**src/rtl/scr_pkg.sv**
```systemverilog
package scr_pkg;
  localparam int DATA_W   = 8;
  localparam int ADDR_W   = 4;
  localparam int FRAME_W  = DATA_W + ADDR_W;
  localparam int NUM_CH   = 16;
  localparam int CH_IDX_W = $clog2(NUM_CH);
  localparam int COL_W    = 4;
  localparam int COL_LSB  = 2;
  localparam int SEL_W    = 2;

  localparam logic [ADDR_W-1:0] ADDR_MUTE = 4'hC;
  localparam logic [ADDR_W-1:0] ADDR_CHAN = 4'hD;

  localparam logic [NUM_CH-1:0] CH_RESET  = 16'h0003;
  localparam logic [COL_W-1:0]  RED_RESET = 4'h0;
  localparam logic [COL_W-1:0]  GRN_RESET = 4'h0;
  localparam logic [COL_W-1:0]  BLU_RESET = 4'hF;

  typedef enum logic [SEL_W-1:0] {
    SEL_RED  = 2'b00,
    SEL_GRN  = 2'b01,
    SEL_BLU  = 2'b10,
    SEL_NONE = 2'b11
  } col_sel_e;

  // Address sits in the upper bits: it is shifted in last, entering at the MSB.
  typedef struct packed {
    logic [ADDR_W-1:0] addr;
    logic [DATA_W-1:0] data;
  } frame_t;
endpackage

```
**src/rtl/scr_rst_sync.sv**
```systemverilog
module scr_rst_sync #(
  parameter int STAGES = 2
) (
  input  logic clk,
  input  logic rst_n_in,
  output logic rst_n_out
);
  logic [STAGES-1:0] chain_q;
  logic [STAGES-1:0] chain_d;

  always_comb chain_d = {chain_q[STAGES-2:0], 1'b1};

  always_ff @(posedge clk or negedge rst_n_in) begin
    if (!rst_n_in) chain_q <= '0;
    else           chain_q <= chain_d;
  end

  assign rst_n_out = chain_q[STAGES-1];
endmodule

```
**src/rtl/scr_sync.sv**
```systemverilog
module scr_sync #(
  parameter int LINES  = 3,
  parameter int STAGES = 2
) (
  input  logic             clk,
  input  logic             rst_n,
  input  logic [LINES-1:0] async_in,
  output logic [LINES-1:0] level,
  output logic [LINES-1:0] rise,
  output logic [LINES-1:0] fall
);
  // One extra stage beyond the synchroniser holds the previous level for edge detection.
  localparam int DEPTH = STAGES + 1;

  for (genvar g = 0; g < LINES; g++) begin : g_line
    logic [DEPTH-1:0] pipe_q;
    logic [DEPTH-1:0] pipe_d;

    always_comb pipe_d = {pipe_q[DEPTH-2:0], async_in[g]};

    always_ff @(posedge clk or negedge rst_n) begin
      if (!rst_n) pipe_q <= '0;
      else        pipe_q <= pipe_d;
    end

    assign level[g] = pipe_q[STAGES-1];
    assign rise[g]  =  pipe_q[STAGES-1] & ~pipe_q[STAGES];
    assign fall[g]  = ~pipe_q[STAGES-1] &  pipe_q[STAGES];
  end
endmodule

```
**src/rtl/scr_shift.sv**
```systemverilog
module scr_shift
  import scr_pkg::*;
(
  input  logic   clk,
  input  logic   rst_n,
  input  logic   shift_en,
  input  logic   bit_in,
  output frame_t word
);
  logic [FRAME_W-1:0] sr_q;
  logic [FRAME_W-1:0] sr_d;

  // The newest bit enters at the MSB, so the first bit sent ends up at bit 0.
  always_comb begin
    sr_d = sr_q;
    if (shift_en) sr_d = {bit_in, sr_q[FRAME_W-1:1]};
  end

  always_ff @(posedge clk or negedge rst_n) begin
    if (!rst_n) sr_q <= '0;
    else        sr_q <= sr_d;
  end

  assign word = frame_t'(sr_q);
endmodule

```
**src/rtl/scr_regs.sv**
```systemverilog
module scr_regs
  import scr_pkg::*;
(
  input  logic              clk,
  input  logic              rst_n,
  input  logic              load,
  input  frame_t            word,
  output logic [NUM_CH-1:0] chan_en,
  output logic [COL_W-1:0]  col_red,
  output logic [COL_W-1:0]  col_grn,
  output logic [COL_W-1:0]  col_blu
);
  logic [NUM_CH-1:0] ch_q, ch_d;
  logic [COL_W-1:0]  red_q, red_d, grn_q, grn_d, blu_q, blu_d;

  col_sel_e          sel;
  logic [COL_W-1:0]  col_val;
  logic [CH_IDX_W-1:0] ch_idx;
  logic              ch_on;

  assign sel     = col_sel_e'(word.data[DATA_W-1 -: SEL_W]);
  assign col_val = word.data[COL_LSB +: COL_W];
  assign ch_idx  = word.data[CH_IDX_W-1:0];
  assign ch_on   = word.data[DATA_W-1];

  always_comb begin
    ch_d  = ch_q;
    red_d = red_q;
    grn_d = grn_q;
    blu_d = blu_q;
    if (load) begin
      unique case (word.addr)
        ADDR_MUTE: begin
          unique case (sel)
            SEL_RED:  red_d = col_val;
            SEL_GRN:  grn_d = col_val;
            SEL_BLU:  blu_d = col_val;
            SEL_NONE: ;
            default:  ;
          endcase
        end
        ADDR_CHAN: ch_d[ch_idx] = ch_on;
        default:   ;
      endcase
    end
  end

  always_ff @(posedge clk or negedge rst_n) begin
    if (!rst_n) begin
      ch_q  <= CH_RESET;
      red_q <= RED_RESET;
      grn_q <= GRN_RESET;
      blu_q <= BLU_RESET;
    end else if (load) begin
      ch_q  <= ch_d;
      red_q <= red_d;
      grn_q <= grn_d;
      blu_q <= blu_d;
    end
  end

  assign chan_en = ch_q;
  assign col_red = red_q;
  assign col_grn = grn_q;
  assign col_blu = blu_q;
endmodule

```
**src/rtl/serial_cmd_if.sv**
```systemverilog
module serial_cmd_if
  import scr_pkg::*;
#(
  parameter int SYNC_STAGES = 2,
  parameter int RST_STAGES  = 2
) (
  input  logic              clk,
  input  logic              rst_n,
  input  logic              ser_clk,
  input  logic              ser_dat,
  input  logic              ser_lat,
  output logic [NUM_CH-1:0] chan_en,
  output logic [COL_W-1:0]  mute_red,
  output logic [COL_W-1:0]  mute_grn,
  output logic [COL_W-1:0]  mute_blu
);
  localparam int LINE_CLK = 0;
  localparam int LINE_DAT = 1;
  localparam int LINE_LAT = 2;
  localparam int N_LINES  = 3;

  logic               rst_n_int;
  logic [N_LINES-1:0] lvl, rise, fall;
  logic               bit_shift, bit_val, lat_fall;
  frame_t             sr_word;
  logic               unused_edges;

  scr_rst_sync #(.STAGES(RST_STAGES)) u_rst (
    .clk       (clk),
    .rst_n_in  (rst_n),
    .rst_n_out (rst_n_int)
  );

  scr_sync #(.LINES(N_LINES), .STAGES(SYNC_STAGES)) u_sync (
    .clk      (clk),
    .rst_n    (rst_n_int),
    .async_in ({ser_lat, ser_dat, ser_clk}),
    .level    (lvl),
    .rise     (rise),
    .fall     (fall)
  );

  assign bit_shift = rise[LINE_CLK];
  assign bit_val   = lvl[LINE_DAT];
  assign lat_fall  = fall[LINE_LAT];
  assign unused_edges = ^{lvl[LINE_CLK], lvl[LINE_LAT], rise[LINE_DAT], rise[LINE_LAT],
                          fall[LINE_CLK], fall[LINE_DAT]};

  scr_shift u_shift (
    .clk      (clk),
    .rst_n    (rst_n_int),
    .shift_en (bit_shift),
    .bit_in   (bit_val),
    .word     (sr_word)
  );

  scr_regs u_regs (
    .clk     (clk),
    .rst_n   (rst_n_int),
    .load    (lat_fall),
    .word    (sr_word),
    .chan_en (chan_en),
    .col_red (mute_red),
    .col_grn (mute_grn),
    .col_blu (mute_blu)
  );
endmodule

```
**config.mk**
```make
export PLATFORM = sky130hd
export DESIGN_NAME = serial_cmd_if
export DESIGN_NICKNAME = d
export VERILOG_FILES = /design/src/rtl/scr_pkg.sv /design/src/rtl/scr_rst_sync.sv /design/src/rtl/scr_sync.sv /design/src/rtl/scr_shift.sv /design/src/rtl/scr_regs.sv /design/src/rtl/serial_cmd_if.sv
export SDC_FILE = /design/constraint.sdc
export NUM_CORES = 1
export LEC_CHECK = 0
export BUFFER_PORTS_ARGS = -buffer_cell sky130_fd_sc_hd__buf_2
export CAP_MARGIN = 10
export CORE_UTILIZATION = 25
export CTS_BUF_LIST = sky130_fd_sc_hd__clkbuf_4
export CTS_CLUSTER_DIAMETER = 80
export DETAILED_ROUTE_END_ITERATION = 10
export PLACE_DENSITY_LB_ADDON = 0.08
export SYNTH_ARGS = -nofsm -noshare
export SYNTH_HDL_FRONTEND = slang
export SYNTH_SLANG_ARGS = --single-unit
```
**constraint.sdc**
```tcl
create_clock -name clk -period 2.6 [get_ports clk]
set_input_delay 0 -clock clk [delete_from_list [all_inputs] [get_ports clk]]
set_output_delay 0 -clock clk [all_outputs]
set_load 0.005 [all_outputs]
```
* Word level (Yosys, flattened, before mapping)
Index checks and enable logic that the tools add are counted.
** Word-level totals
- Bits in registers :: 50
- Output and inout bits :: 28
- Word-level logic and storage cells :: 28
** Cells by class
- Order comparisons :: 2
- Equal/unequal tests :: 4
- Muxes and demuxes :: 3
- Bitwise gates (word level) :: 4
- Reduce and logical (&&, ||, !) cells :: 6
** Operator list (count)
- $bwmux W16 :: 1
- $reduce_and A3 Y1 :: 3
- $eq A4 B4 Y1 const B :: 2
- $lt A4 B5 Y1 const B :: 1
- $demux W1 S4 :: 1
- $ge A4 B1 Y1 const B :: 1
- $and A1 B1 Y1 :: 2
- $eq A2 B1 Y1 const B :: 1
- $eq A2 B2 Y1 const B :: 1
- $logic_not A2 Y1 :: 1
- $not A1 Y1 :: 2
- $reduce_and A2 Y1 :: 1
- $logic_and A1 B1 Y1 :: 1
- $mux W1 :: 1

* Longest topological paths before layout
- Depth in word-level cells :: 5
- Depth in mapped cells :: 5

* By module
A second synthesis with hierarchy kept.
** Unflattened totals
- Cells, all modules :: 139
- Area total of the unflattened synthesis :: 2113.3 um2
** Modules (own cells, without submodules)
- scr_regs :: instances 1, cells an instance 93, area an instance 1290.0 um2, sequential area each 708.2 um2
- scr_shift :: instances 1, cells an instance 25, area an instance 484.2 um2, sequential area each 300.3 um2
- scr_sync :: instances 1, cells an instance 18, area an instance 285.3 um2, sequential area each 225.2 um2
- scr_rst_sync :: instances 1, cells an instance 3, area an instance 53.8 um2, sequential area each 50.0 um2

* Worst setup path after synthesis
No wires, ideal clock.
- Kind :: register -> register
- Start point :: register u_sync.g_line[2].pipe_q[1]
- End point :: register u_regs.ch_q[11], in the netlist u_regs.chan_en[11]
- Setup time :: 0.127 ns
- Arrival time :: 1.235 ns
- Slack :: 1.238 ns
- Stages on the path, launching flop included :: 6
- Path buffers :: 2
- Clock period less this slack :: 1.362 ns
- Path through :: dfrtp_1 -> and4b_1 -> buf_6 -> buf_8 -> nand4_1 -> mux2_1
** On the way
- Word-level cells in the longest chain between the ends :: 3
** Ends and longest elaborated chain
- start, declared :: line scr_sync.sv:16 : logic [DEPTH-1:0] pipe_q;
- start signal, assigned :: line scr_sync.sv:23 : else pipe_q <= pipe_d;
- $not A1 Y1 :: line scr_sync.sv:28 : assign fall[g] = ~pipe_q[STAGES-1] & pipe_q[STAGES];
- $and A1 B1 Y1 :: line scr_sync.sv:28
- $reduce_and A2 Y1 (no line)
- end signal, assigned :: line scr_regs.sv:55 : ch_q <= ch_d;
- end, declared :: line scr_regs.sv:13 : logic [NUM_CH-1:0] ch_q, ch_d;
Every way passes these cells.
A chain may end at the register's enable or synchronous reset.

* Worst setup path after layout
- Start point :: register u_sync.g_line[2].pipe_q[1]
- End point :: register u_regs.grn_q[0], in the netlist u_regs.col_grn[0]
** On the way
- Word-level cells in the longest chain between the ends :: 3
** Ends and longest elaborated chain
- $not A1 Y1 :: line scr_sync.sv:28
- $and A1 B1 Y1 :: line scr_sync.sv:28
- $reduce_and A3 Y1 (no line)
- end signal, assigned :: line scr_regs.sv:57 : grn_q <= grn_d;
- end, declared :: line scr_regs.sv:14 : logic [COL_W-1:0] red_q, red_d, grn_q, grn_d, blu_q, blu_d;
Every way passes these cells.

==> results.toml <==
[pwr]
switching_share_pct = 33.2
worst_ir_drop_vdd_mv = 0.213
clockPowerShare_pct = 18.7
p_seq_share_pct = 62.9
p_leak_nw = 1.19
internal-power_mw = 1.21
power_frac_comb_pct = 18.4
power.density_mw_per_mm2 = 763
switchingPower_mw = 0.601

[placed_design]
dp_hpwl_mm = 2.50
place.gp.congestion = 0.695
dp_worst_setup_slack_ns = 0.825
dpl_cell_area_sq_mm = 0.00228
io_buffers = 32

[flow_run]
max_cap_violations = 0

[global_route]
grt_max_degree = 48
grt_remaining_overflow = 0
grt_pass1_wl_mm = 6.22
grt_pass1_vias = 1201
antenna_found_initial = 0
track_usage_pct = 9.65

[route]
vias_per_cell = 4.21
drc = 0
drt_iter0_drc = 44
first_pass_iters = 4
vias = 1149
final_antenna_net_count = 0
routed-wl-met2_mm = 1.65
m1WireLength_mm = 1.77
route.met3.wl_um = 130
highest_layer = "met4"
wl_per_cell_um = 13.2
wl_mm = 3.62

[die]
die_x_um = 91.8
ios = 33
die_y_um = 91.8
core_sq_mm = 0.00777
start_util_pct = 26.0
die-area_sq_mm = 0.00843
core.rowCount = 32

[synth]
synth_top_area_share_pct = 54.6
synth_area_sq_mm = 0.00202
netlist_top_cells_area = "dfrtp_1 (55%), mux2_1 (18%), dfstp_2 (7.8%), mux2_2 (3.9%), nand4_1 (2.5%)"
synth-seq-cells = 50
synthCells = 130
syn_nets = 135
ys_seq_area_share_pct = 62.4
synth_area_leader_cell = "dfrtp_1"
avgSynthCellArea_sq_um = 15.5
ys_types = 23
yosysWarnings = 0

[setup_path]
ff2ff_setup_slack_ns = 0.85
reg2reg_depth = 3
end_kind = "flop"
critPathSlowestCell = "and4b_1"
worst-path-max-fanout = 15
cp.required_ns = 2.86
cp-start-kind = "flop"
slowest_delay_ns = 0.65
r2r-start = "u_sync.g_line[2].pipe_q[1]$_DFF_PN0_"
path_buf_inv = 0
cp.arrival_ns = 2.00
criticalPathCategory = "flop to flop"
crit_path_cell_trace = "and4b_1, nand4b_4, mux2_1"
reg2reg_to = "u_regs.col_grn[0]$_DFFE_PN0P_"
cp_top_family = "simple AND/OR/NAND/NOR gates"

[clock_network]
cts_buffer_depth = 2
cts-root-buf = "clkbuf_4"
cts_buffers = 5
hold_buffers = 5
insertion_delay_ns = 0.37
cts_tree = "built"
post_cts_buffers = 0
cts-resized-gates = 0
h-tree-depth = 2
cts_sinks = 50
clk_pin_slew_ns = 0.13

[sta]
worstMarginPinSlew_ns = 1.00
finalHoldViolCount = 0
setup_viol = 0
fin_setup_tns_ns = 0
maxSlewViolCount = 0
max_freq_mhz = 572
slew_headroom_pct = 33.4
period_minus_slack_ns = 1.75
fin_ws_ns = 0.852
rsz0062_at_grt = "no"
min_period_over_period_pct = 67.2
skew_ns = 0.0163

[cells_and_area]
area_growth_pct = 17.8
final_nets = 175
final_area_sq_mm = 0.00237
drive_gt1_share_pct = 34.5
diodes = 0

[status]
status = "completed"

[hold_path]
min_from = "ser_dat"
min_path_cells = 2
min_to = "u_sync.g_line[1].pipe_q[0]$_DFF_PN0_"
min-delay-path-class = "primary input to flop"
-- cell type report --
cell class / instances / area (sq um)
Clock buffer: 5 / 37.5
Timing Repair Buffer: 39 / 225
Fill cell: 790 / 5390
Multi-Input combinational cell: 74 / 713
Tap cell: 102 / 128
Clock inverter: 3 / 11.3
Sequential cell: 50 / 1260
-- synthesized netlist by cell type --
cell type	number
conb_1	1
nand3_1	4
nor2_2	1
nor3b_1	2
buf_8	1
nand4b_4	2
nor4b_2	1
and2_1	1
dfstp_2	6
nor4_1	1
mux2_2	7
dfrtp_1	44
clkbuf_1	2
nand3_2	1
nor2_1	3
and4bb_2	1
nand4b_1	2
and4b_1	1
nand4_1	8
nor2b_1	5
buf_2	2
mux2_1	33
buf_6	1
-- cell families after synthesis --
group,share of synthesized area (%)
other cells,0.186
buf+inv,2.17
simple gates,12.8
flops,62.4
mux,22.3
-- registers in the layout, summed over array words and instances (netlist names) --
name                  count
u_regs.chan_en           16
u_regs.col_blu            4
u_regs.col_grn            4
u_regs.col_red            4
u_rst.chain_q             2
u_shift.word             12
u_sync.g_line.pipe_q      8
-- worst max path at each step --
stage / start / endpoint / slack, ns / depth (start not counted)
6_report: u_sync.g_line[2].pipe_q[1]$_DFF_PN0_ / u_regs.col_grn[0]$_DFFE_PN0P_ / 0.85 / 3
5_1_grt: u_sync.g_line[2].pipe_q[1]$_DFF_PN0_ / u_regs.col_red[1]$_DFFE_PN0P_ / 0.67 / 3
4_1_cts: u_sync.g_line[2].pipe_q[1]$_DFF_PN0_ / u_regs.col_grn[0]$_DFFE_PN0P_ / 0.82 / 3
3_5_place_dp: u_sync.g_line[2].pipe_q[1]$_DFF_PN0_ / u_regs.col_grn[0]$_DFFE_PN0P_ / 0.82 / 3
3_3_place_gp: u_sync.g_line[2].pipe_q[1]$_DFF_PN0_ / u_regs.col_red[3]$_DFFE_PN0P_ / 0.89 / 3
2_1_floorplan: u_rst.chain_q[1]$_DFF_PN0_ / u_regs.chan_en[10]$_DFFE_PN0P_ / 1.12 / 0
-- worst reg2reg max path: stages, from the launching register on --
cell and delay [ns]:
dfrtp_1 0.40, and4b_1 0.65, nand4b_4 0.23, mux2_1 0.37
-- power groups by stage --
stage	registers [mW]	clock network [mW]	logic (mW)
finish	1.14	0.339	0.333
global route	1.18	0.379	0.371
CTS	1.15	0.356	0.339
detailed placement	1.17	0	0.332
global placement	1.16	0	0.327
floorplan	1.07	0	0.273
-- metrics by stage --
stage	cells	util, %	power, mW	hold slack (ns)
detailed placement	260	29.3	1.50	-0.214
floorplan	130	-	1.34	-0.296
global placement	260	29.3	1.49	-0.216
CTS	273	30.6	1.85	0.247
finish	273	30.6	1.81	0.271
global route	273	30.6	1.93	0.234
-- cell usage in the layout (no fill, tap or decap), drive strengths merged --
master       count
nor4b            1
nor3b            2
clkinv           3
dfstp            6
nand3            5
and4b            1
nor4             1
conb             1
dlygate4sd3      5
clkbuf           5
mux2            40
buf             34
and4bb           1
nor2b            5
nor2             4
dfrtp           44
nand4            8
nand4b           4
and2             1
-- layer usage --
layer / vias up / GRT usage, %
met2: 24 / 14.2
met4: 0 / 4.30
met3: 5 / 2.82
met5: - / 0
li1: 554 / -
met1: 566 / 13.1
Power figures use the tool's default switching activity.
